$ cat src/rtl/pll_rate_pkg.sv
package pll_rate_pkg;
  localparam int WORD_W = 32;
  localparam int FIELD_W = 5;
  localparam int MUL_FIELD_W = 4;
  localparam int PRE_LSB = 16;
  localparam int POST_LSB = 0;
  localparam int MUL_LSB = 12;
  localparam int BYPASS_BIT = 5;
  localparam int MODE_BIT = 0;
  localparam int HALF_BIT_A = 11;
  localparam int HALF_BIT_B = 1;

  typedef struct packed {
    logic load;
    logic step;
    logic finish;
  } rateStrobes_t;
endpackage

$ cat src/rtl/rate_ctrl.sv
module rate_ctrl #(
  parameter int STEPS = 40
) (
  input  logic clk,
  input  logic rstN,
  input  logic start,
  output pll_rate_pkg::rateStrobes_t strobes,
  output logic busy,
  output logic done
);
  localparam int CNT_W = $clog2(STEPS + 1);

  typedef enum logic [1:0] {IDLE, RUN, FIN} state_t;
  state_t state;
  logic [CNT_W-1:0] stepCnt;

  always_comb begin
    strobes.load = (state == IDLE) && start;
    strobes.step = (state == RUN);
    strobes.finish = (state == FIN);
  end

  assign busy = (state != IDLE);

  always_ff @(posedge clk) begin
    if (!rstN) begin
      state <= IDLE;
      stepCnt <= '0;
      done <= 1'b0;
    end else begin
      done <= strobes.finish;
      case (state)
        IDLE: if (start) begin
          state <= RUN;
          stepCnt <= '0;
        end
        RUN: begin
          stepCnt <= stepCnt + 1'b1;
          if (stepCnt == CNT_W'(STEPS - 1)) state <= FIN;
        end
        default: state <= IDLE;
      endcase
    end
  end

  assert_done_single_R10: assert property (@(posedge clk) disable iff (!rstN)
    done |=> !done);
  assert_busy_start_ignored_R11: assert property (@(posedge clk) disable iff (!rstN)
    (busy && start) |-> !strobes.load);
  assert_one_strobe_R10: assert property (@(posedge clk) disable iff (!rstN)
    $onehot0({strobes.load, strobes.step, strobes.finish}));
endmodule

$ cat src/rtl/rate_datapath.sv
module rate_datapath #(
  parameter int BASE_W = 32,
  parameter int PROD_W = 40
) (
  input  logic clk,
  input  logic rstN,
  input  pll_rate_pkg::rateStrobes_t strobes,
  input  logic [1:0] chanSel,
  input  logic [pll_rate_pkg::WORD_W-1:0] bootWord,
  input  logic [pll_rate_pkg::WORD_W-1:0] ctrlWord,
  input  logic [pll_rate_pkg::WORD_W-1:0] pllWord,
  input  logic [BASE_W-1:0] busRate,
  input  logic [BASE_W-1:0] refRate,
  input  logic [BASE_W-1:0] xtalRate,
  input  logic [BASE_W-1:0] cpuRate,
  output logic [PROD_W-1:0] rate
);
  import pll_rate_pkg::*;
  localparam int DIVF_W = FIELD_W + 1;
  localparam int DIVR_W = 2 * DIVF_W - 1;
  localparam int MUL_W = MUL_FIELD_W + 1;

  logic [1:0] srcCode;
  logic [BASE_W-1:0] baseRate;
  logic [DIVF_W-1:0] preDiv, postDiv;
  logic [MUL_W-1:0] mulVal;
  logic [PROD_W-1:0] baseExt, prodFull, prodLess, numer;
  logic [DIVR_W-1:0] divisorVal;

  always_comb begin
    case (chanSel)
      2'd0: srcCode = bootWord[15:14];
      2'd1: srcCode = bootWord[17:16];
      2'd2: srcCode = bootWord[19:18];
      default: srcCode = bootWord[23:22];
    endcase
    case (srcCode)
      2'd0: baseRate = busRate;
      2'd1: baseRate = refRate;
      2'd2: baseRate = xtalRate;
      default: baseRate = cpuRate;
    endcase
    preDiv = {1'b0, ctrlWord[PRE_LSB +: FIELD_W]} + 1'b1;
    postDiv = {1'b0, ctrlWord[POST_LSB +: FIELD_W]} + 1'b1;
    divisorVal = DIVR_W'(preDiv) * DIVR_W'(postDiv);
    mulVal = {1'b0, pllWord[MUL_LSB +: MUL_FIELD_W]} + 1'b1;
    baseExt = PROD_W'(baseRate);
    prodFull = baseExt * PROD_W'(mulVal);
    prodLess = baseExt * PROD_W'(mulVal - 1'b1);
    if (bootWord[BYPASS_BIT])
      numer = baseExt;
    else if (!pllWord[MODE_BIT])
      numer = mulVal[MUL_W-1] ? (baseExt >> 2) : (baseExt >> 1);
    else if (pllWord[HALF_BIT_A] && pllWord[HALF_BIT_B])
      numer = mulVal[0] ? (prodFull >> 1) : (prodLess >> 2);
    else if (mulVal[MUL_W-1])
      numer = baseExt;
    else
      numer = prodFull;
  end

  logic [PROD_W-1:0] quoReg;
  logic [DIVR_W-1:0] remReg, divReg;
  logic [DIVR_W:0] trial;

  assign trial = {remReg, quoReg[PROD_W-1]};

  always_ff @(posedge clk) begin
    if (!rstN) begin
      quoReg <= '0;
      remReg <= '0;
      divReg <= '0;
      rate <= '0;
    end else begin
      if (strobes.load) begin
        quoReg <= numer;
        remReg <= '0;
        divReg <= divisorVal;
      end else if (strobes.step) begin
        if (trial >= {1'b0, divReg}) begin
          remReg <= DIVR_W'(trial - {1'b0, divReg});
          quoReg <= {quoReg[PROD_W-2:0], 1'b1};
        end else begin
          remReg <= trial[DIVR_W-1:0];
          quoReg <= {quoReg[PROD_W-2:0], 1'b0};
        end
      end
      if (strobes.finish) rate <= quoReg;
    end
  end

  assert_rem_bound_R1: assert property (@(posedge clk) disable iff (!rstN)
    strobes.step |-> (remReg < divReg));
  assert_divisor_held_R11: assert property (@(posedge clk) disable iff (!rstN)
    strobes.step |=> $stable(divReg));
  assert_rate_stable_R10: assert property (@(posedge clk) disable iff (!rstN)
    !strobes.finish |=> $stable(rate));
endmodule

$ cat src/rtl/pll_rate_calc.sv
module pll_rate_calc #(
  parameter int BASE_W = 32,
  parameter int PROD_W = BASE_W + 8
) (
  input  logic clk,
  input  logic rstN,
  input  logic start,
  input  logic [1:0] chanSel,
  input  logic [31:0] bootWord,
  input  logic [31:0] ctrlWord,
  input  logic [31:0] pllWord,
  input  logic [BASE_W-1:0] busRate,
  input  logic [BASE_W-1:0] refRate,
  input  logic [BASE_W-1:0] xtalRate,
  input  logic [BASE_W-1:0] cpuRate,
  output logic busy,
  output logic done,
  output logic [PROD_W-1:0] rate
);
  pll_rate_pkg::rateStrobes_t strobes;

  rate_ctrl #(.STEPS(PROD_W)) uCtrl (
    .clk(clk), .rstN(rstN), .start(start),
    .strobes(strobes), .busy(busy), .done(done)
  );

  rate_datapath #(.BASE_W(BASE_W), .PROD_W(PROD_W)) uData (
    .clk(clk), .rstN(rstN), .strobes(strobes), .chanSel(chanSel),
    .bootWord(bootWord), .ctrlWord(ctrlWord), .pllWord(pllWord),
    .busRate(busRate), .refRate(refRate), .xtalRate(xtalRate),
    .cpuRate(cpuRate), .rate(rate)
  );
endmodule

$ cat config.mk
export PLATFORM = sky130hd
export DESIGN_NAME = pll_rate_calc
export DESIGN_NICKNAME = d
export VERILOG_FILES = /design/src/rtl/pll_rate_pkg.sv /design/src/rtl/rate_ctrl.sv /design/src/rtl/rate_datapath.sv /design/src/rtl/pll_rate_calc.sv
export SDC_FILE = /design/constraint.sdc
export NUM_CORES = 1
export LEC_CHECK = 0
export ABC_AREA = 1
export CAP_MARGIN = 40
export CORE_UTILIZATION = 71
export CTS_CLUSTER_DIAMETER = 120
export CTS_CLUSTER_SIZE = 40
export DETAILED_ROUTE_END_ITERATION = 12
export DONT_BUFFER_PORTS = 1
export PLACE_DENSITY = 0.87
export SLEW_MARGIN = 20
export SYNTH_ARGS = -nofsm -noshare
export SYNTH_HDL_FRONTEND = slang
export SYNTH_HIERARCHICAL = 1
export SYNTH_SLANG_ARGS = --single-unit
$ cat constraint.sdc
create_clock -name clk -period 14.5 [get_ports clk]
set_input_delay 3.625 -clock clk [delete_from_list [all_inputs] [get_ports clk]]
set_output_delay 3.625 -clock clk [all_outputs]
set_load 0.02 [all_outputs]
==> metrics <==
number of post-CTS setup repair buffers=0; gr usage total=46.8%; Crit. End Element=flip-flop; setup slack after layout=4.67 ns; die height=175 um; synth unique cells=53; CTS Hold Buffers Added=0; sequential fraction of the synthesis area=10.5%; Hold Path End=uData/divReg[8]; pre-CTS setup slack=4.62 ns; HP Start=uData/divReg[8]; Final Cell Area=0.0216 mm^2; post-synthesis instance area=0.0213 mm^2; pin count of the biggest net entering global routing=91; post-synth top area share=21.5%; R2R Setup Slk=11.18 ns; cts repair resizes=0; WL final=71400 um; Max Root-Sink Buffers=2; FP Rows=62; TritonCTS clock tree=built; Rel. slew slack=47.6%; hpwl dp=56400 um; Routed wire per std cell=19.9 um; initial antenna violation count=1; clock slew seen by the registers of the worst setup and hold paths=0.08 ns; vias per std cell=6.30; synthesized net count=3918; Final #Nets=3812; Port Buffers=0; Final period util=67.8%; outcome=finished clean; FILL cells=2300; number of buffers created by CTS=9; power density over cell area=161 mW/mm^2; area of the die=0.0306 mm^2; Worst EP arrival=10.11 ns; grt ovf=0; syn_area_per_cell=6.44 um^2; Max Freq=102 MHz; CP Launch Type=input pin; skew final=0.00928 ns; H-tree depth=3; Max Cap Viol=0; Die Width=175 um; WHS Path Cells=2; via count=22588; Initial Util=73.1%; drt first pass iters=7; Core Area=0.0291 mm^2; RR Endpoint=uData/remReg[4]; Layout area overhead=1.55%; Post-Syn Instances=3302; Worst Max-Slew Pin Slew=0.786 ns; Main synth FF type=dfxtp_1; Yosys Warn Count=6; top post-synthesis cells by area=fa_1 21%, nand2_1 14%, dfxtp_1 10%; clk root buf=clkbuf_16; DRT antenna net count=0; clock latency on the worst-skew pair=0.35 ns; DRT iter0 DRCs=3289; crit path max fanout=37; routability cong.=1.07; diodes inserted=0; Synth async-reset ratio=0%; worst vdd ir=128 uV; post-layout util=74.2%; Residual DRC=0; RSZ-0062 raised after global routing=false; setup TNS=0 ns; Hold Path Class=flip-flop to flip-flop; first-pass GRT wire length=113000 um; worst-case reg-to-reg path depth=13; commonest non-fill, non-tap cell in the layout=nand2_1; Synth area leader=fa_1; critical path class=input pin to flip-flop; Critical Path RT=14.78 ns; commonest non-fill, non-tap cells in the layout=779 x nand2_1, 514 x nor2_1, 489 x inv_1; clk sinks=111; Ports=271; number of flops mapped to enable cells by yosys=0; max-slew violations=0; Period minus WS final=9.83 ns; final setup fails=0; area post-placement=0.0213 mm^2; Seq cells post-synth=111; Final Hold Violating Endpoints=0; layout cells sized above 1=4.62%; leak pwr=11.7 nW; vias in the first global route=22224; RR Startpoint=uData/quoReg[39]
-- synthesized netlist by cell type (2+ instances only) --
cell and instances:
nand2_4 5, or2_1 8, o21ai_0 194, nor2_1 516, o22ai_1 2, clkbuf_1 90
nand4_1 21, o211ai_2 3, ha_1 159, o21ai_1 18, nand3_2 19, buf_1 3
o21ai_2 2, o31ai_1 2, xor2_1 30, or2_0 2, inv_1 489, o21bai_1 9
a31oi_1 4, o21ai_4 2, nand2_1 779, xnor2_1 11, o211ai_1 28, buf_6 21
dfxtp_1 111, inv_4 3, a21oi_1 143, inv_2 13, nor3_1 32, a21oi_2 13
buf_4 2, nand2_2 18, buf_2 22, nand3_1 251, or2_2 20, buf_8 2
fa_1 228, clkinv_1 3, nor2_4 3, nand3b_1 6, o21a_1 3
-- sequential cells by signal, summed over array words and instances, names as in the netlist --
name           count
uCtrl/state        2
uData/quoReg      40
uData/divReg      11
uData/remReg      11
uCtrl/stepCnt      6
uData/rate        40
uCtrl/done         1
-- area by class of cell --
class / instances / area, um^2 / area share (%)
Clock buffer: 12 / 246 / 1.14
Clock inverter: 4 / 42.5 / 0.197
Inverter: 508 / 1910 / 8.87
Multi-Input combinational cell: 2542 / 16400 / 75.9
Sequential cell: 111 / 2220 / 10.3
Tap cell: 384 / 480 / 2.23
Timing Repair Buffer: 24 / 294 / 1.36
-- metrics by stage --
stage / hold slack, ns / power (W) / cells
global placement: 0.473 / 0.00300 / 3560
CTS: 0.490 / 0.00336 / 3583
finish: 0.490 / 0.00347 / 3585
detailed placement: 0.472 / 0.00310 / 3567
floorplan: 0.445 / 0.00243 / 3302
global route: 0.523 / 0.00381 / 3585
-- worst max path at each step --
| stage | from | endpoint | slack [ns] | depth (start not counted) |
|---|---|---|---|---|
| after floorplan | chanSel[1] | uData/quoReg[18] | 6.01 | 38 |
| after global placement | pllWord[12] | uData/quoReg[32] | 4.18 | 28 |
| after detailed placement | pllWord[12] | uData/quoReg[32] | 4.62 | 29 |
| after CTS | pllWord[12] | uData/quoReg[32] | 4.94 | 29 |
| after global routing | chanSel[1] | uData/quoReg[30] | 4.44 | 34 |
| final | pllWord[12] | uData/quoReg[28] | 4.67 | 28 |
-- power breakdown --
part | internal, W | switching [W] | total (W)
Combinational | 0.000938 | 0.00194 | 0.00288
Sequential | 0.000331 | 0.0000204 | 0.000351
Clock | 0.000124 | 0.000114 | 0.000237
Total | 0.00139 | 0.00208 | 0.00347
-- metal layers --
metal	vias up	track usage (%)	part of all wire, %
met1	10317	56.5	35
met4	2	25.7	6.6
met3	374	13.8	14
met5	-	0	0.022
li1	10122	-	-
met2	1773	74.9	44
-- cells by family (layout without fill, tap and decap cells) --
kind of cell | Yosys count | in the layout | synth area share (%)
AOI/OAI and AO/OA | 428 | 428 | 11.2
xor gates and xnor gates | 41 | 41 | 1.69
adders and majority gates | 387 | 387 | 30.8
buffers and inverters | 649 | 548 | 12.5
DFF | 111 | 111 | 10.5
and+or+nand+nor | 1686 | 1686 | 33.3
-- worst max-delay path: stages --
cell     delay [ns]
ha_1           0.20
nand2_1        0.09
inv_1          0.06
nor2_1         0.58
inv_1          0.52
nand4_1        0.24
nor2_1         0.06
buf_4          0.17
inv_1          0.23
buf_8          0.24
nor2_1         0.10
fa_1           0.47
fa_1           0.51
fa_1           0.43
ha_1           0.29
ha_1           0.37
nand2_1        0.12
nor2_1         0.15
inv_1          0.08
nor3_1         0.41
o21ai_0        0.29
nand3_1        0.15
nand2_1        0.06
nand3_1        0.12
nand3_1        0.09
nand3_1        0.09
nand2_1        0.13
a21oi_1        0.16
Note: power is estimated with default switching activity, not from simulation.
